===== src/rtl/tfifo_pkg.sv =====
package tfifo_pkg;
  localparam int WORD_W = 16;
  localparam int MAG_W  = 12;
  localparam int TAG_W  = 3;
  localparam logic [3:0] SHORT_PAD = 4'b1110;

  typedef struct packed {
    logic             sign;
    logic [MAG_W-1:0] mag;
    logic [TAG_W-1:0] tag;
    logic             short_fmt;
  } sample_t;
endpackage


===== src/rtl/tfifo_fmt.sv =====
module tfifo_fmt
  import tfifo_pkg::*;
(
  input  sample_t           smp,
  input  logic              sign_ext,
  output logic [WORD_W-1:0] word
);
  logic [TAG_W-1:0] top_bits;
  logic [MAG_W-1:0] low_bits;

  always_comb begin
    top_bits = sign_ext ? {TAG_W{smp.sign}} : smp.tag;
    low_bits = smp.short_fmt ? {smp.mag[MAG_W-1:4], SHORT_PAD} : smp.mag;
    word     = {top_bits, smp.sign, low_bits};
  end
endmodule


===== src/rtl/tfifo_ctrl.sv =====
module tfifo_ctrl #(
  parameter int DEPTH = 31,
  localparam int AW   = $clog2(DEPTH),
  localparam int CW   = $clog2(DEPTH + 1)
) (
  input  logic          clk,
  input  logic          rst,
  input  logic          wr_en,
  input  logic          rd_en,
  output logic          wr_ok,
  output logic          rd_ok,
  output logic [AW-1:0] wr_addr,
  output logic [AW-1:0] rd_addr,
  output logic [CW-1:0] count,
  output logic          overflow
);
  logic          full, empty;
  logic [AW-1:0] wr_nxt, rd_nxt;

  assign full  = (count == CW'(DEPTH));
  assign empty = (count == '0);
  assign wr_ok = wr_en & ~full;
  assign rd_ok = rd_en & ~empty;

  generate
    if ((DEPTH & (DEPTH - 1)) == 0) begin : g_pow2
      assign wr_nxt = wr_addr + 1'b1;
      assign rd_nxt = rd_addr + 1'b1;
    end else begin : g_wrap
      assign wr_nxt = (wr_addr == AW'(DEPTH - 1)) ? '0 : wr_addr + 1'b1;
      assign rd_nxt = (rd_addr == AW'(DEPTH - 1)) ? '0 : rd_addr + 1'b1;
    end
  endgenerate

  always_ff @(posedge clk) begin
    if (rst) begin
      wr_addr  <= '0;
      rd_addr  <= '0;
      count    <= '0;
      overflow <= 1'b0;
    end else begin
      overflow <= wr_en & full;
      if (wr_ok) wr_addr <= wr_nxt;
      if (rd_ok) rd_addr <= rd_nxt;
      case ({wr_ok, rd_ok})
        2'b10:   count <= count + 1'b1;
        2'b01:   count <= count - 1'b1;
        default: count <= count;
      endcase
    end
  end


  cnt_bound_chk: assert property (@(posedge clk) disable iff (rst)
    count <= CW'(DEPTH));

  ovf_cause_chk: assert property (@(posedge clk) disable iff (rst)
    overflow |-> ($past(wr_en) && $past(count) == CW'(DEPTH)));

  cnt_hold_chk: assert property (@(posedge clk) disable iff (rst)
    (wr_en && rd_en && count != '0 && count != CW'(DEPTH)) |=> $stable(count));

  empty_read_cnt_chk: assert property (@(posedge clk) disable iff (rst)
    (rd_en && !wr_en && count == '0) |=> count == '0);
endmodule


===== src/rtl/tfifo_mem.sv =====
module tfifo_mem #(
  parameter int DEPTH = 31,
  parameter int W     = 16,
  localparam int AW   = $clog2(DEPTH)
) (
  input  logic          clk,
  input  logic          rst,
  input  logic          we,
  input  logic [AW-1:0] waddr,
  input  logic [W-1:0]  wdata,
  input  logic          re,
  input  logic          re_ok,
  input  logic [AW-1:0] raddr,
  output logic [W-1:0]  q
);
  logic [W-1:0] store [DEPTH];

  always_ff @(posedge clk) begin
    if (we) store[waddr] <= wdata;
  end

  always_ff @(posedge clk) begin
    if (rst)     q <= '0;
    else if (re) q <= re_ok ? store[raddr] : '0;
  end


  zero_on_empty_chk: assert property (@(posedge clk) disable iff (rst)
    (re && !re_ok) |=> q == '0);

  hold_q_chk: assert property (@(posedge clk) disable iff (rst)
    !re |=> $stable(q));
endmodule


===== src/rtl/tagged_result_fifo.sv =====
module tagged_result_fifo
  import tfifo_pkg::*;
#(
  parameter int DEPTH = 31,
  localparam int AW   = $clog2(DEPTH),
  localparam int CW   = $clog2(DEPTH + 1)
) (
  input  logic              clk,
  input  logic              rst,
  input  logic              wr_en,
  input  logic              wr_sign,
  input  logic [MAG_W-1:0]  wr_mag,
  input  logic [TAG_W-1:0]  wr_tag,
  input  logic              wr_short,
  input  logic              cfg_sign_ext,
  input  logic              rd_en,
  output logic [WORD_W-1:0] rd_data,
  output logic [CW-1:0]     unread_cnt,
  output logic              overflow
);
  sample_t           smp;
  logic [WORD_W-1:0] packed_word;
  logic              wr_ok, rd_ok;
  logic [AW-1:0]     wr_addr, rd_addr;

  assign smp = '{sign: wr_sign, mag: wr_mag, tag: wr_tag, short_fmt: wr_short};

  tfifo_fmt u_fmt (
    .smp      (smp),
    .sign_ext (cfg_sign_ext),
    .word     (packed_word)
  );

  tfifo_ctrl #(.DEPTH(DEPTH)) u_ctrl (
    .clk      (clk),
    .rst      (rst),
    .wr_en    (wr_en),
    .rd_en    (rd_en),
    .wr_ok    (wr_ok),
    .rd_ok    (rd_ok),
    .wr_addr  (wr_addr),
    .rd_addr  (rd_addr),
    .count    (unread_cnt),
    .overflow (overflow)
  );

  tfifo_mem #(.DEPTH(DEPTH), .W(WORD_W)) u_mem (
    .clk   (clk),
    .rst   (rst),
    .we    (wr_ok),
    .waddr (wr_addr),
    .wdata (packed_word),
    .re    (rd_en),
    .re_ok (rd_ok),
    .raddr (rd_addr),
    .q     (rd_data)
  );
endmodule


===== config.mk =====
export PLATFORM = sky130hd
export DESIGN_NAME = tagged_result_fifo
export DESIGN_NICKNAME = d
export VERILOG_FILES = /design/src/rtl/tfifo_pkg.sv /design/src/rtl/tfifo_fmt.sv /design/src/rtl/tfifo_ctrl.sv /design/src/rtl/tfifo_mem.sv /design/src/rtl/tagged_result_fifo.sv
export SDC_FILE = /design/constraint.sdc
export NUM_CORES = 1
export LEC_CHECK = 0
export BUFFER_PORTS_ARGS = -buffer_cell sky130_fd_sc_hd__buf_2
export CORE_MARGIN = 4
export CORE_UTILIZATION = 55
export DETAILED_ROUTE_END_ITERATION = 10
export PLACE_DENSITY = 0.71
export SYNTH_ARGS = -nofsm -noshare
export SYNTH_HDL_FRONTEND = slang
export SYNTH_SLANG_ARGS = --single-unit

===== constraint.sdc =====
create_clock -name clk -period 9.08 [get_ports clk]
set_clock_uncertainty 0.05 [all_clocks]
set_input_delay 1.816 -clock clk [delete_from_list [all_inputs] [get_ports clk]]
set_output_delay 1.816 -clock clk [all_outputs]
set_load 0.05 [all_outputs]

# Word level (Yosys, flattened, before mapping)
# Memories as Yosys holds them, arrays and structs flattened. A register that Yosys moved wholly into a read port is not among the register bits.
# Index checks and enable logic that the tools add are counted.
[op_classes] eq_ne=5 reduce_logical=2 bitwise_logic=5 addsub=4 muxes=10
[ops] operator="$mux 5" count=4
[ops] operator="$mux 16" count=1
[ops] operator="$add 5x1->5 const B" count=3
[ops] operator="$eq 5x5->1 const B" count=3
[ops] operator="$pmux 5 s2" count=1
[ops] operator="$logic_not 5->1" count=1
[ops] operator="$sub 5x1->5 const B" count=1
[ops] operator="$mux 4" count=1
[ops] operator="$and 1x1->1" count=3
[ops] operator="$mux 3" count=1
[ops] operator="$eq 2x1->1 const B" count=1
[ops] operator="$eq 2x2->1 const B" count=1
[ops] operator="$mux 1" count=2
[ops] operator="$not 1->1" count=2
[ops] operator="$reduce_bool 2->1" count=1
[totals] n_memories=1 reg_bits=32 inputBits=22 mem_bits_rw=496 out_inout_bits=22
[mem_list] memory="u_mem.store" words=31 width=16 read_ports=1 rd_ports_with_merged_regs=1 wr=1 line="tfifo_mem.sv:16" rtl="logic [W-1:0] store [DEPTH];"

# Longest topological paths before layout
[depth] depth_word=5 mapped_depth=13 depth_no_buf=11

# Modules after synthesis
# Synthesis repeated with hierarchy kept, for this count alone.
[unflattened] cells_unflattened=1139 area_unflattened_um2=21066.5
[modules_own_cells] mod="tfifo_mem" seq_area_each_um2=15214.6 cells_per_inst=1016 area_per_inst_um2=20001.7 n_inst=1
[modules_own_cells] mod="tfifo_ctrl" seq_area_each_um2=320.3 cells_per_inst=107 area_per_inst_um2=938.4 n_inst=1
[modules_own_cells] mod="tfifo_fmt" seq_area_each_um2=0.0 cells_per_inst=16 area_per_inst_um2=126.4 n_inst=1

# Worst setup path before layout
# No wires, ideal clock.
[synth_timing] kind="input to register" from="input rd_en" to="register u_ctrl.count[3]" t_arrival_ns=3.844 stages=8 slack_ns=5.116 setup_ns=0.070 required_time_ns=8.960 cell_sequence="o21a_1 buf_1 ha_1 or3b_2 a21oi_1 nor3_1 or3b_2 a21oi_1"
[synth_via] elab_chain_cells=3 word_cells_on_any_way=5 classes_between="2 x eq/ne; 1 x mux; 1 x bitwise; 1 x reduce/logical"
[synth_rtl] item="from (decl)" line="tagged_result_fifo.sv:16" rtl="input logic rd_en,"
[synth_rtl] item="$and 1x1->1 *" line="tfifo_ctrl.sv:23" rtl="assign rd_ok = rd_en & ~empty;"
[synth_rtl] item="$eq 2x1->1 or $eq 2x2->1 (tied branches)" line="tfifo_ctrl.sv:45" rtl="case ({wr_ok, rd_ok})"
[synth_rtl] item="$pmux 5 s2 or $reduce_bool 2->1 (tied branches)"
[synth_rtl] item="to (signal assigned)" line="tfifo_ctrl.sv:46" rtl="2'b10: count <= count + 1'b1;"
[synth_rtl] item="to (signal assigned)" line="tfifo_ctrl.sv:47" rtl="2'b01: count <= count - 1'b1;"
[synth_rtl] item="to (signal assigned)" line="tfifo_ctrl.sv:48" rtl="default: count <= count;"
[synth_rtl] item="to (decl)" line="tfifo_ctrl.sv:14" rtl="output logic [CW-1:0] count,"
# Mark *: on every way between the ends. The rest lies on a longest branch, timed or not.
# A chain may end at the register's enable or synchronous reset.

# Final worst setup path
# Ends and elaborated chain as after synthesis.

==> out/metrics.yaml <==
max_stage_delay_ps: 490
cts_made_buffers: 50
grt_max_degree: 94
portBuffers: 43
hold_viol_final: 0
r2r_slack_ps: 5720
tns_ps: 0
final_common_cell: "edfxtp_1"
placeableCoreArea_um2: 37600
postCtsSetupRepairBufs: 0
grt.overflow.total: 0
wl_met1_um: 19300
endpoint_kind: "register"
p_total_mw: 6.24
synth-edff-count: 496
die_h_um: 203
relSlewSlack_pct: 30.9
synth_area_leaders: "edfxtp_1 71%, mux4_2 8.2%, dfxtp_1 3.5%, mux2i_1 3.1%, mux4_1 2.3%"
antenna_found_initial: 0
crit_fanout: 15
place.gp.congestion: 0.872
cts_buffer_depth: 3
holdCritPathClass: "reg2reg"
path_clk_slew_ps: 60
dpl_worst_slack_ps: 4830
wl_per_cell_um: 27.0
cts_tree: "yes"
clkLatencyLatePin_ps: 570
fmaxAchievable_mhz: 269
die_x_um: 203
synth-seq-cells: 533
via_count: 10400
dp_hpwl_um: 27100
route.detailed.drc: 0
h-tree-depth: 2
layoutNonFillerInstCount: 1685
fin_nets: 1167
postSynthAreaPerCell_um2: 19.2
status: "finished, final reports clean"
rows: 71
required_ps: 9510
ios: 44
areaGrowthSynthToFinish_pct: 11.7
dieArea_um2: 41100
met3_length_um: 3420
nFillCells: 2596
peakVddDrop_mv: 0.211
routed.top_layer: "met4"
maxCapViolCount: 0
antenna_cells: 0
most-common-layout-cells: "496 x edfxtp_1, 76 x mux4_2, 64 x mux2i_1, 53 x clkbuf_16, 43 x buf_2"
fin_crit_sh_pct: 40.9
tightest_slew_ps: 1030
drt-vias-per-instance: 6.17
slew_violations: 0
yosysTopAreaCell: "edfxtp_1"
wl_met2_um: 21500
p_leak_nw: 7.28
finalSetupViolCount: 0
yosysSeqAreaShare_pct: 74.9
dp_cells: 1594
yosys.cell_types.count: 52
grt_pass1_vias: 10600
antenna_left: 0
syn_area_um2: 20900
fin_ws_ps: 5360
drt_wl_total_um: 45500
synth_nets: 1118
power.density_nw_per_um2: 268
slowest_stage: "o21a_1"
synth_top_area_share_pct: 71.4
async_flop_share_pct: 0
crit_chain: "buf_2 > o21a_1 > ha_1 > or3b_2 > a21oi_1 > nor3_1 > or3b_2 > a21oi_1"
path_class: "in2reg"
cts_hold_buf: 0
critPathLaunchType: "primary input"
grt_setup_unrepaired: "no"
worstPathArrival_ps: 4150
clock-root-buffer: "clkbuf_16"
firstDrtPassIters: 5
start_util_pct: 55.5
cts_sinks: 533
first_iter_violations: 1148
cts_resized: 0
synth-main-ff-cell: "edfxtp_1"
track_usage_pct: 22.4
grt_pass1_wl_um: 68200
final_layout_size_suffix_gt1_share_pct: 22.0
layout_min_cycle_time_ps: 3720
synthCells: 1086
hold_slack_ps: 447
ys_warn_count: 0
## per-stage QoR
| stage | util [%] | area, um2 |
|---|---|---|
| 6_report | 62.0 | 23300 |
| 5_1_grt | 62.0 | 23300 |
| 4_1_cts | 62.0 | 23300 |
| 3_5_place_dp | 57.5 | 21600 |
| 3_3_place_gp | 57.5 | 21600 |
| 2_1_floorplan | - | 20900 |
## sequential cells by signal (all words and copies together), names as in the netlist, named ones only
| signal | cells |
|---|---|
| u_ctrl.overflow | 1 |
| u_ctrl.wr_addr | 5 |
| u_ctrl.rd_addr | 5 |
| u_mem.store | 496 |
| u_ctrl.count | 5 |
| u_mem.q | 16 |
## worst paths after layout
check                                 from               to  cells after the start
worst max-delay path                 rd_en  u_ctrl.count[3]                      8
worst min register to register  u_mem.q[6]       u_mem.q[6]                      2
worst min-delay path            u_mem.q[6]       u_mem.q[6]                      2
worst max register to register    register       u_mem.q[7]                      6
## Yosys cell counts, types with 5 or more instances
cell type  count
edfxtp_1     496
mux4_2        76
mux2i_1       64
nor2_1        50
dfxtp_1       37
nand2_1       35
a211oi_1      28
clkbuf_1      28
nor2b_1       26
a21oi_1       24
o21ai_0       22
mux4_1        18
buf_2         13
nor3_1        11
ha_1          10
inv_1         10
buf_6          9
nand3_1        8
nand4_1        8
o22ai_1        8
xor2_1         8
a221o_1        7
o221ai_1       7
mux2_2         6
buf_1          5
nand3b_1       5
## report_power, final
| group | internal (mW) | switching [mW] | total (mW) |
|---|---|---|---|
| clock network | 1.30 | 0.859 | 2.15 |
| logic | 0.514 | 0.719 | 1.23 |
| registers | 2.74 | 0.108 | 2.85 |
| total | 4.55 | 1.69 | 6.24 |
## cell families (layout without fill, tap and decap cells)
kind of cell	Yosys count	count (layout)	synth area share (%)
flip-flops	533	533	74.9
multiplexers	164	164	13.9
adder cells (fa/ha/maj)	10	10	0.599
AND/OR/NAND/NOR	168	168	4.03
buffers and inverters	71	159	1.91
XOR/XNOR	11	11	0.462
AO/OA/AOI/OAI	129	129	4.23
## metal layers
metal	global-route usage [%]	up-vias
met5	0	-
met4	6.84	0
met3	3.64	71
met2	34.4	424
met1	33.7	5376
li1	-	4524
## layout make-up
cell class	instances	area [um2]	share of cell area, %
Clock buffer	63	1370	5.89
Clock inverter	28	335	1.44
Inverter	10	37.5	0.161
Multi-Input combinational cell	482	4930	21.2
Sequential cell	533	15600	67.1
Tap cell	511	639	2.74
Timing Repair Buffer	58	340	1.46
## critical path, delay by kind of cell
family / cells / cell delay, ps
compound gates: 3 / 810
simple gates: 3 / 970
buf+inv: 1 / 150
fa+ha+maj: 1 / 410
Power figures use the tool's default switching activity.
